===== src/rtl/nvw_pkg.sv =====
package nvw_pkg;
  localparam int SRAM_AW  = 21;
  localparam int PAGE_W   = 6;
  localparam int WIN_LSB  = 15;
  localparam int SHORT_HI = 19;

  localparam int M_LINEAR = 7;
  localparam int M_PAGED  = 6;
  localparam int M_DECODE = 3;

  typedef struct packed {
    logic       linear;
    logic       paged;
    logic       wide;
    logic [2:0] sel;
  } map_cfg_t;

  function automatic logic [31:0] lin_base(input logic sel0);
    return 32'h2A80_0000 | ({31'd0, sel0} << SRAM_AW);
  endfunction

  function automatic logic [31:0] short_base(input logic [2:0] sel);
    return 32'h000A_0000 + ({29'd0, sel} << WIN_LSB);
  endfunction

  function automatic logic [31:0] long_base(input logic [2:0] sel);
    return 32'h1180_0000 | (sel[2] ? 32'h0030_0000 : 32'h0) | ({30'd0, sel[1:0]} << 16);
  endfunction
endpackage


===== src/rtl/nvw_base_sel.sv =====
module nvw_base_sel
  import nvw_pkg::*;
#(
  parameter int ADDR_W = 32
) (
  input  map_cfg_t          cfg_i,
  output logic [ADDR_W-1:0] base_o,
  output logic [ADDR_W-1:0] mask_o,
  output logic              en_o
);
  localparam logic [ADDR_W-1:0] ONES     = '1;
  localparam logic [ADDR_W-1:0] MASK_LIN = ONES << SRAM_AW;
  localparam logic [ADDR_W-1:0] MASK_WID = ONES << WIN_LSB;
  localparam logic [ADDR_W-1:0] MASK_SHT = MASK_WID & ~(ONES << (SHORT_HI + 1));

  always_comb begin
    en_o = cfg_i.linear | cfg_i.paged;
    if (cfg_i.linear) begin
      base_o = ADDR_W'(lin_base(cfg_i.sel[0]));
      mask_o = MASK_LIN;
    end else if (cfg_i.wide) begin
      base_o = ADDR_W'(long_base(cfg_i.sel));
      mask_o = MASK_WID;
    end else begin
      base_o = ADDR_W'(short_base(cfg_i.sel));
      mask_o = MASK_SHT;
    end
  end
endmodule


===== src/rtl/nvw_win_match.sv =====
module nvw_win_match #(
  parameter int ADDR_W = 32
) (
  input  logic [ADDR_W-1:0] addr_i,
  input  logic [ADDR_W-1:0] base_i,
  input  logic [ADDR_W-1:0] mask_i,
  input  logic              en_i,
  output logic              match_o
);
  assign match_o = en_i & ~|((addr_i ^ base_i) & mask_i);
endmodule


===== src/rtl/nvw_sram_addr.sv =====
module nvw_sram_addr
  import nvw_pkg::*;
#(
  parameter int ADDR_W = 32
) (
  input  logic [ADDR_W-1:0]  addr_i,
  input  logic [PAGE_W-1:0]  page_i,
  input  logic               linear_i,
  output logic [SRAM_AW-1:0] sram_addr_o
);
  always_comb begin
    if (linear_i) sram_addr_o = addr_i[SRAM_AW-1:0];
    else          sram_addr_o = {page_i, addr_i[WIN_LSB-1:0]};
  end
endmodule


===== src/rtl/nvw_led_sync.sv =====
module nvw_led_sync #(
  parameter int WIDTH = 2
) (
  input  logic             clk_i,
  input  logic             rst_ni,
  input  logic [WIDTH-1:0] d_i,
  output logic [WIDTH-1:0] q_o
);
  logic [WIDTH-1:0] meta_q;

  for (genvar g = 0; g < WIDTH; g++) begin : g_bit
    always_ff @(posedge clk_i or negedge rst_ni) begin
      if (!rst_ni) begin
        meta_q[g] <= 1'b0;
        q_o[g]    <= 1'b0;
      end else begin
        meta_q[g] <= d_i[g];
        q_o[g]    <= meta_q[g];
      end
    end
  end
endmodule


===== src/rtl/nvw_decoder.sv =====
module nvw_decoder
  import nvw_pkg::*;
#(
  parameter int ADDR_W = 32
) (
  input  logic               clk_i,
  input  logic               rst_ni,
  input  logic [ADDR_W-1:0]  bus_addr_i,
  input  logic               mem_rd_i,
  input  logic               mem_wr_i,
  input  logic [7:0]         page_i,
  input  logic [7:0]         mode_i,
  input  logic               pwr_good_i,
  input  logic               batt_warn_i,
  output logic               sram_cs_o,
  output logic [SRAM_AW-1:0] sram_addr_o,
  output logic               hit_o,
  output logic               led_red_o,
  output logic               led_green_o
);
  map_cfg_t          cfg;
  logic [ADDR_W-1:0] base, mask;
  logic              win_en, win_match;
  logic [1:0]        led_q;
  logic              unused_bits;

  assign cfg.linear = mode_i[M_LINEAR];
  assign cfg.paged  = mode_i[M_PAGED];
  assign cfg.wide   = mode_i[M_DECODE];
  assign cfg.sel    = mode_i[2:0];
  assign unused_bits = ^{page_i[7:PAGE_W], mode_i[5:4]};

  nvw_base_sel #(.ADDR_W(ADDR_W)) u_base (
    .cfg_i(cfg), .base_o(base), .mask_o(mask), .en_o(win_en)
  );

  nvw_win_match #(.ADDR_W(ADDR_W)) u_match (
    .addr_i(bus_addr_i), .base_i(base), .mask_i(mask),
    .en_i(win_en), .match_o(win_match)
  );

  nvw_sram_addr #(.ADDR_W(ADDR_W)) u_addr (
    .addr_i(bus_addr_i), .page_i(page_i[PAGE_W-1:0]),
    .linear_i(cfg.linear), .sram_addr_o(sram_addr_o)
  );

  // power-fail gate uses the raw input: no sync delay on inhibit
  assign hit_o     = win_match & pwr_good_i;
  assign sram_cs_o = hit_o & (mem_rd_i | mem_wr_i);

  nvw_led_sync #(.WIDTH(2)) u_led (
    .clk_i(clk_i), .rst_ni(rst_ni),
    .d_i({batt_warn_i, pwr_good_i}), .q_o(led_q)
  );
  assign led_green_o = led_q[0];
  assign led_red_o   = led_q[1];

  // cycles since reset, saturating, for the LED latency check
  logic [1:0] chk_age_q;
  always_ff @(posedge clk_i or negedge rst_ni) begin
    if (!rst_ni)                chk_age_q <= 2'd0;
    else if (chk_age_q != 2'd2) chk_age_q <= chk_age_q + 2'd1;
  end

  p_mode_off_r1: assert property (@(posedge clk_i) disable iff (!rst_ni)
    (!mode_i[M_LINEAR] && !mode_i[M_PAGED]) |-> (!hit_o && !sram_cs_o));
  p_lin_addr_r3: assert property (@(posedge clk_i) disable iff (!rst_ni)
    (hit_o && mode_i[M_LINEAR]) |-> sram_addr_o == bus_addr_i[SRAM_AW-1:0]);
  p_page_addr_r4: assert property (@(posedge clk_i) disable iff (!rst_ni)
    (hit_o && !mode_i[M_LINEAR]) |-> sram_addr_o[SRAM_AW-1:WIN_LSB] == page_i[PAGE_W-1:0]);
  p_pwr_block_r7: assert property (@(posedge clk_i) disable iff (!rst_ni)
    !pwr_good_i |-> (!hit_o && !sram_cs_o));
  p_cs_strobe_r8: assert property (@(posedge clk_i) disable iff (!rst_ni)
    sram_cs_o |-> (hit_o && (mem_rd_i || mem_wr_i)));
  p_led_green_r9: assert property (@(posedge clk_i) disable iff (!rst_ni)
    (chk_age_q == 2'd2) |-> led_green_o == $past(pwr_good_i, 2));
  p_led_red_r9: assert property (@(posedge clk_i) disable iff (!rst_ni)
    (chk_age_q == 2'd2) |-> led_red_o == $past(batt_warn_i, 2));
endmodule


===== config.mk =====
export PLATFORM = sky130hd
export DESIGN_NAME = nvw_decoder
export DESIGN_NICKNAME = d
export VERILOG_FILES = /design/src/rtl/nvw_pkg.sv /design/src/rtl/nvw_base_sel.sv /design/src/rtl/nvw_win_match.sv /design/src/rtl/nvw_sram_addr.sv /design/src/rtl/nvw_led_sync.sv /design/src/rtl/nvw_decoder.sv
export SDC_FILE = /design/constraint.sdc
export NUM_CORES = 1
export LEC_CHECK = 0
export BUFFER_PORTS_ARGS = -buffer_cell sky130_fd_sc_hd__buf_2
export CAP_MARGIN = 40
export CORE_MARGIN = 1
export CORE_UTILIZATION = 29
export DETAILED_ROUTE_END_ITERATION = 16
export PLACE_DENSITY = 0.76
export SETUP_SLACK_MARGIN = 0.4
export SLEW_MARGIN = 20
export SYNTH_ARGS = -nofsm -noshare
export SYNTH_HDL_FRONTEND = slang
export SYNTH_SLANG_ARGS = --single-unit
export TNS_END_PERCENT = 20

===== constraint.sdc =====
create_clock -name clk_i -period 1.3 [get_ports clk_i]
set_input_delay 0.13 -clock clk_i [delete_from_list [all_inputs] [get_ports clk_i]]
set_output_delay 0.13 -clock clk_i [all_outputs]
set_load 0.01 [all_outputs]

==> summary by stage <==
Synthesis
The number of enable flip-flop cells after synthesis is 0. The synthesized net count is approximately 120. The register area share after synthesis is 0.1818.

Ranked by instance count, the synthesized netlist is headed by buf_4, mux2_2, a21oi_1, dfrtp_1, nor2_1. The cell type with the largest total area after synthesis is buf_4. In the synthesized netlist, the number of instances is 62. The synthesized area per cell is just under 9 sq um.

Synthesis inferred 4 register bits. For this run, the leading register cell type out of synthesis is dfrtp_1. Yosys instantiated no cell more often than buf_4. The mapped netlist covers between 500 and 600 sq um. The share of async-settable or async-resettable flops after synthesis is 1.000.

The share of synthesized area in the top cell type comes to 0.2182. The number of warnings issued by yosys is 0. Ranked by total cell area, the synthesized netlist is headed by buf_4, dfrtp_1, mux2_2. The count of cell types in the netlist is 25.

Die
The floorplan step set the die width to around 46 um. The floorplan step set the die height to between 40 and 50 um. The die covers 2077 sq um.

For this configuration, the core starts out at a cell density of 0.3154. The region available for standard cell placement spans ~1700 sq um. The number of top-level design ports is 79. In this run the core area contains 15 standard-cell rows.

Clock network
The total clock sinks is 4. The clock tree from TritonCTS is yes. The longest clock path from root to sink contains 2 buffers. In this run the number of H-tree levels came out at 1.

The clock slew seen by the registers of the worst setup and hold paths is around 0.04 ns. The tree is rooted in a clkbuf_4. The number of post-CTS setup repair buffers is 0.

The latest clock arrival within the worst-skew pair is 0.23 ns. The TritonCTS buffer count is 3.

STA
The final-report setup violation count is 2. For the pin with the worst max-slew slack, the measured transition is between 0.2 and 0.3 ns. Of the available clock period, the critical path in the final layout requires 1.055. The final hold violation count is 0. Setup repair after global routing could not meet its margin everywhere. The clock skew after layout is about 0.000077 ns. The final-report max-slew violation count is 0. Counting I/O delays and the setup requirement, the final critical path takes approximately 1.4 ns. The highest achievable clock rate is 0.7292 GHz. The worst setup slack after layout is -0.07130 ns.

The final sum of negative setup slack is -0.1226 ns. Headroom to the max-slew limit came out at 0.8074.

Power and ir drop
The leakage power is around 0.48 nW. The peak supply drop is 255.6 uV. The power density over the cells is around 580 nW/um^2.

Global route
The number of antenna violations at the first check in global routing is 0. Entering global routing, the biggest net connects 9 pins. In the global route stage, overall resource usage came out at 0.1521. The first-pass GRT wire length is around 2400 um.

The total overflow left after global routing is 0. The number of global-route vias before repair is 600.

Critical path
The path length in cells of the critical path is 7. In this run the register-to-register setup slack is roughly 0.83 ns. The critical path capture point is sram_cs_o. The number of cells on the worst reg-to-reg path is 0. The timing startpoint of the critical path is bus_addr_i[15]. The startpoint of the worst-slack reg-to-reg timing path is u_led.meta_q[0]. The critical path goes through buf_6 -> and4b_1 -> a31oi_1 -> nor3b_2 -> o31ai_2 -> o2111a_1 -> buf_2.

The worst stage delay on the critical path is around 0.23 ns. The largest fanout on the critical path is 4. STA puts the critical path data arrival time at between 1 and 1.5 ns. The setup path with the least slack is of type in2out.

STA classifies the critical path endpoint as an output pin. The worst-path cell with the longest stage delay is and4b_1. The type of origin of the critical path is an input pin.

The worst register-to-register path ends at u_led.q_o[0]. The endpoint required time on the critical path is about 1.2 ns. The critical path contains buffers and inverters numbering 2 combined. Broken down by cell family, the worst path's largest delay share belongs to compound AO/OA/AOI/OAI gates.

Status
The run finished, with violations left. The final reports fail on negative setup slack.

Placement
In this run the cell area measured after placement is approximately 760 sq um. The count of buffers added on input and output ports is 44. The detailed-placement wirelength estimate is between 1000 and 1500 um. At the end of routability-driven placement, the weighted congestion stood at a little under 0.7.

Route
The number of design rule violations left after detail routing is 0. After detailed routing, the number of vias per cell comes to 4.615. The overall via count from detail_route is 600. In this run, the number of DRC markers left after iteration 0 of detailed routing was 1. Once detail routing completed, the nets flagged for antenna violations numbered 0. In the final routed layout, each cell accounts on average for roughly 13 um. The routed wire length is 1649 um. The length of the first detailed-routing pass in iterations is 2.

Run
Across the run, the number of max-cap violations was 0.

Finish
Compared with the post-synthesis result, the final layout area differs by 72.73%. The total inserted antenna cells is 0. Fill cells in the final layout number between 150 and 200. The ratio of cells with drive above 1 in the final layout is 0.7048.

The final non-filler cell area is roughly 950 sq um. The total number of nets in the final design is approximately 160.

Hold path
In this run the worst hold path is classified as in2reg.
cell usage in the layout (no fill, tap or decap), types with 2 or more instances in the layout:
| master | count |
|---|---|
| nor2_1 | 3 |
| clkbuf_4 | 3 |
| dlygate4sd3_1 | 2 |
| xor2_1 | 3 |
| buf_2 | 31 |
| a31oi_1 | 3 |
| xnor2_1 | 2 |
| dfrtp_1 | 4 |
| buf_4 | 9 |
| a21oi_1 | 3 |
| inv_1 | 2 |
| buf_6 | 13 |
| mux2_4 | 6 |
final cells by class:
cell class / instances / area, sq um / area share
repair buffers: 57 / 424.2 / 0.4461
well taps: 25 / 31.28 / 0.03289
clock buffers: 3 / 22.52 / 0.02368
inverters: 3 / 11.26 / 0.01184
flip-flops and latches: 4 / 100.1 / 0.1053
multi-input cells: 38 / 361.6 / 0.3803
registers in the layout (all words and copies together) (netlist names):
register,count
u_led.meta_q,2
u_led.q_o,2
cells by family after synthesis:
group,after synthesis,synth area share
AOI/OAI and AO/OA,13,0.1705
DFF,4,0.1818
muxes,6,0.1227
buffers and inverters,20,0.2591
xor gates and xnor gates,5,0.07956
and+or+nand+nor,14,0.1864
stage by stage:
stage | instances | util | hold slack, ns | worst slack (ns) | total power, mW
2_1_floorplan | 62 | - | -0.1656 | 0.09860 | 0.2719
3_3_place_gp | 125 | 0.4330 | -0.06566 | -0.1703 | 0.3265
3_5_place_dp | 125 | 0.4330 | -0.05842 | -0.1913 | 0.3320
4_1_cts | 130 | 0.5355 | 0.006255 | -0.08677 | 0.5562
5_1_grt | 130 | 0.5448 | 0.01010 | -0.1556 | 0.5847
6_report | 130 | 0.5448 | 0.01687 | -0.07130 | 0.5540
metal layers:
metal	vias up	GRT usage	share of wire
li1	296	-	-
met1	261	0.1615	0.37
met2	35	0.2914	0.53
met3	8	0.007937	0.084
met4	0	0.08485	0.014
met5	-	0	0
repair_timing:
| action | in CTS | in global routing |
|---|---|---|
| pin swaps | 5 | 3 |
| hold buffers | 2 | 0 |
| resized for setup | 30 | 4 |
| setup endpoints to repair | 8 | 8 |
| endpoints found under the hold margin | 5 | 0 |
power breakdown:
part           switching, mW  leakage (nW)  internal, mW
sequential           0.00160        0.0466         0.131
combinational          0.103         0.421         0.163
clock                 0.0516        0.0138         0.103
total                  0.156         0.482         0.398
how the worst min path moves through the flow:
stage	from	end	cells after the start
detailed placement	rst_ni	u_led.q_o[1]	1
CTS	pwr_good_i	u_led.meta_q[0]	1
global placement	rst_ni	u_led.q_o[0]	1
floorplan	rst_ni	u_led.meta_q[0]	0
finish	pwr_good_i	u_led.meta_q[0]	1
global route	pwr_good_i	u_led.meta_q[0]	1
No activity file was read; power rests on OpenSTA's default activity.
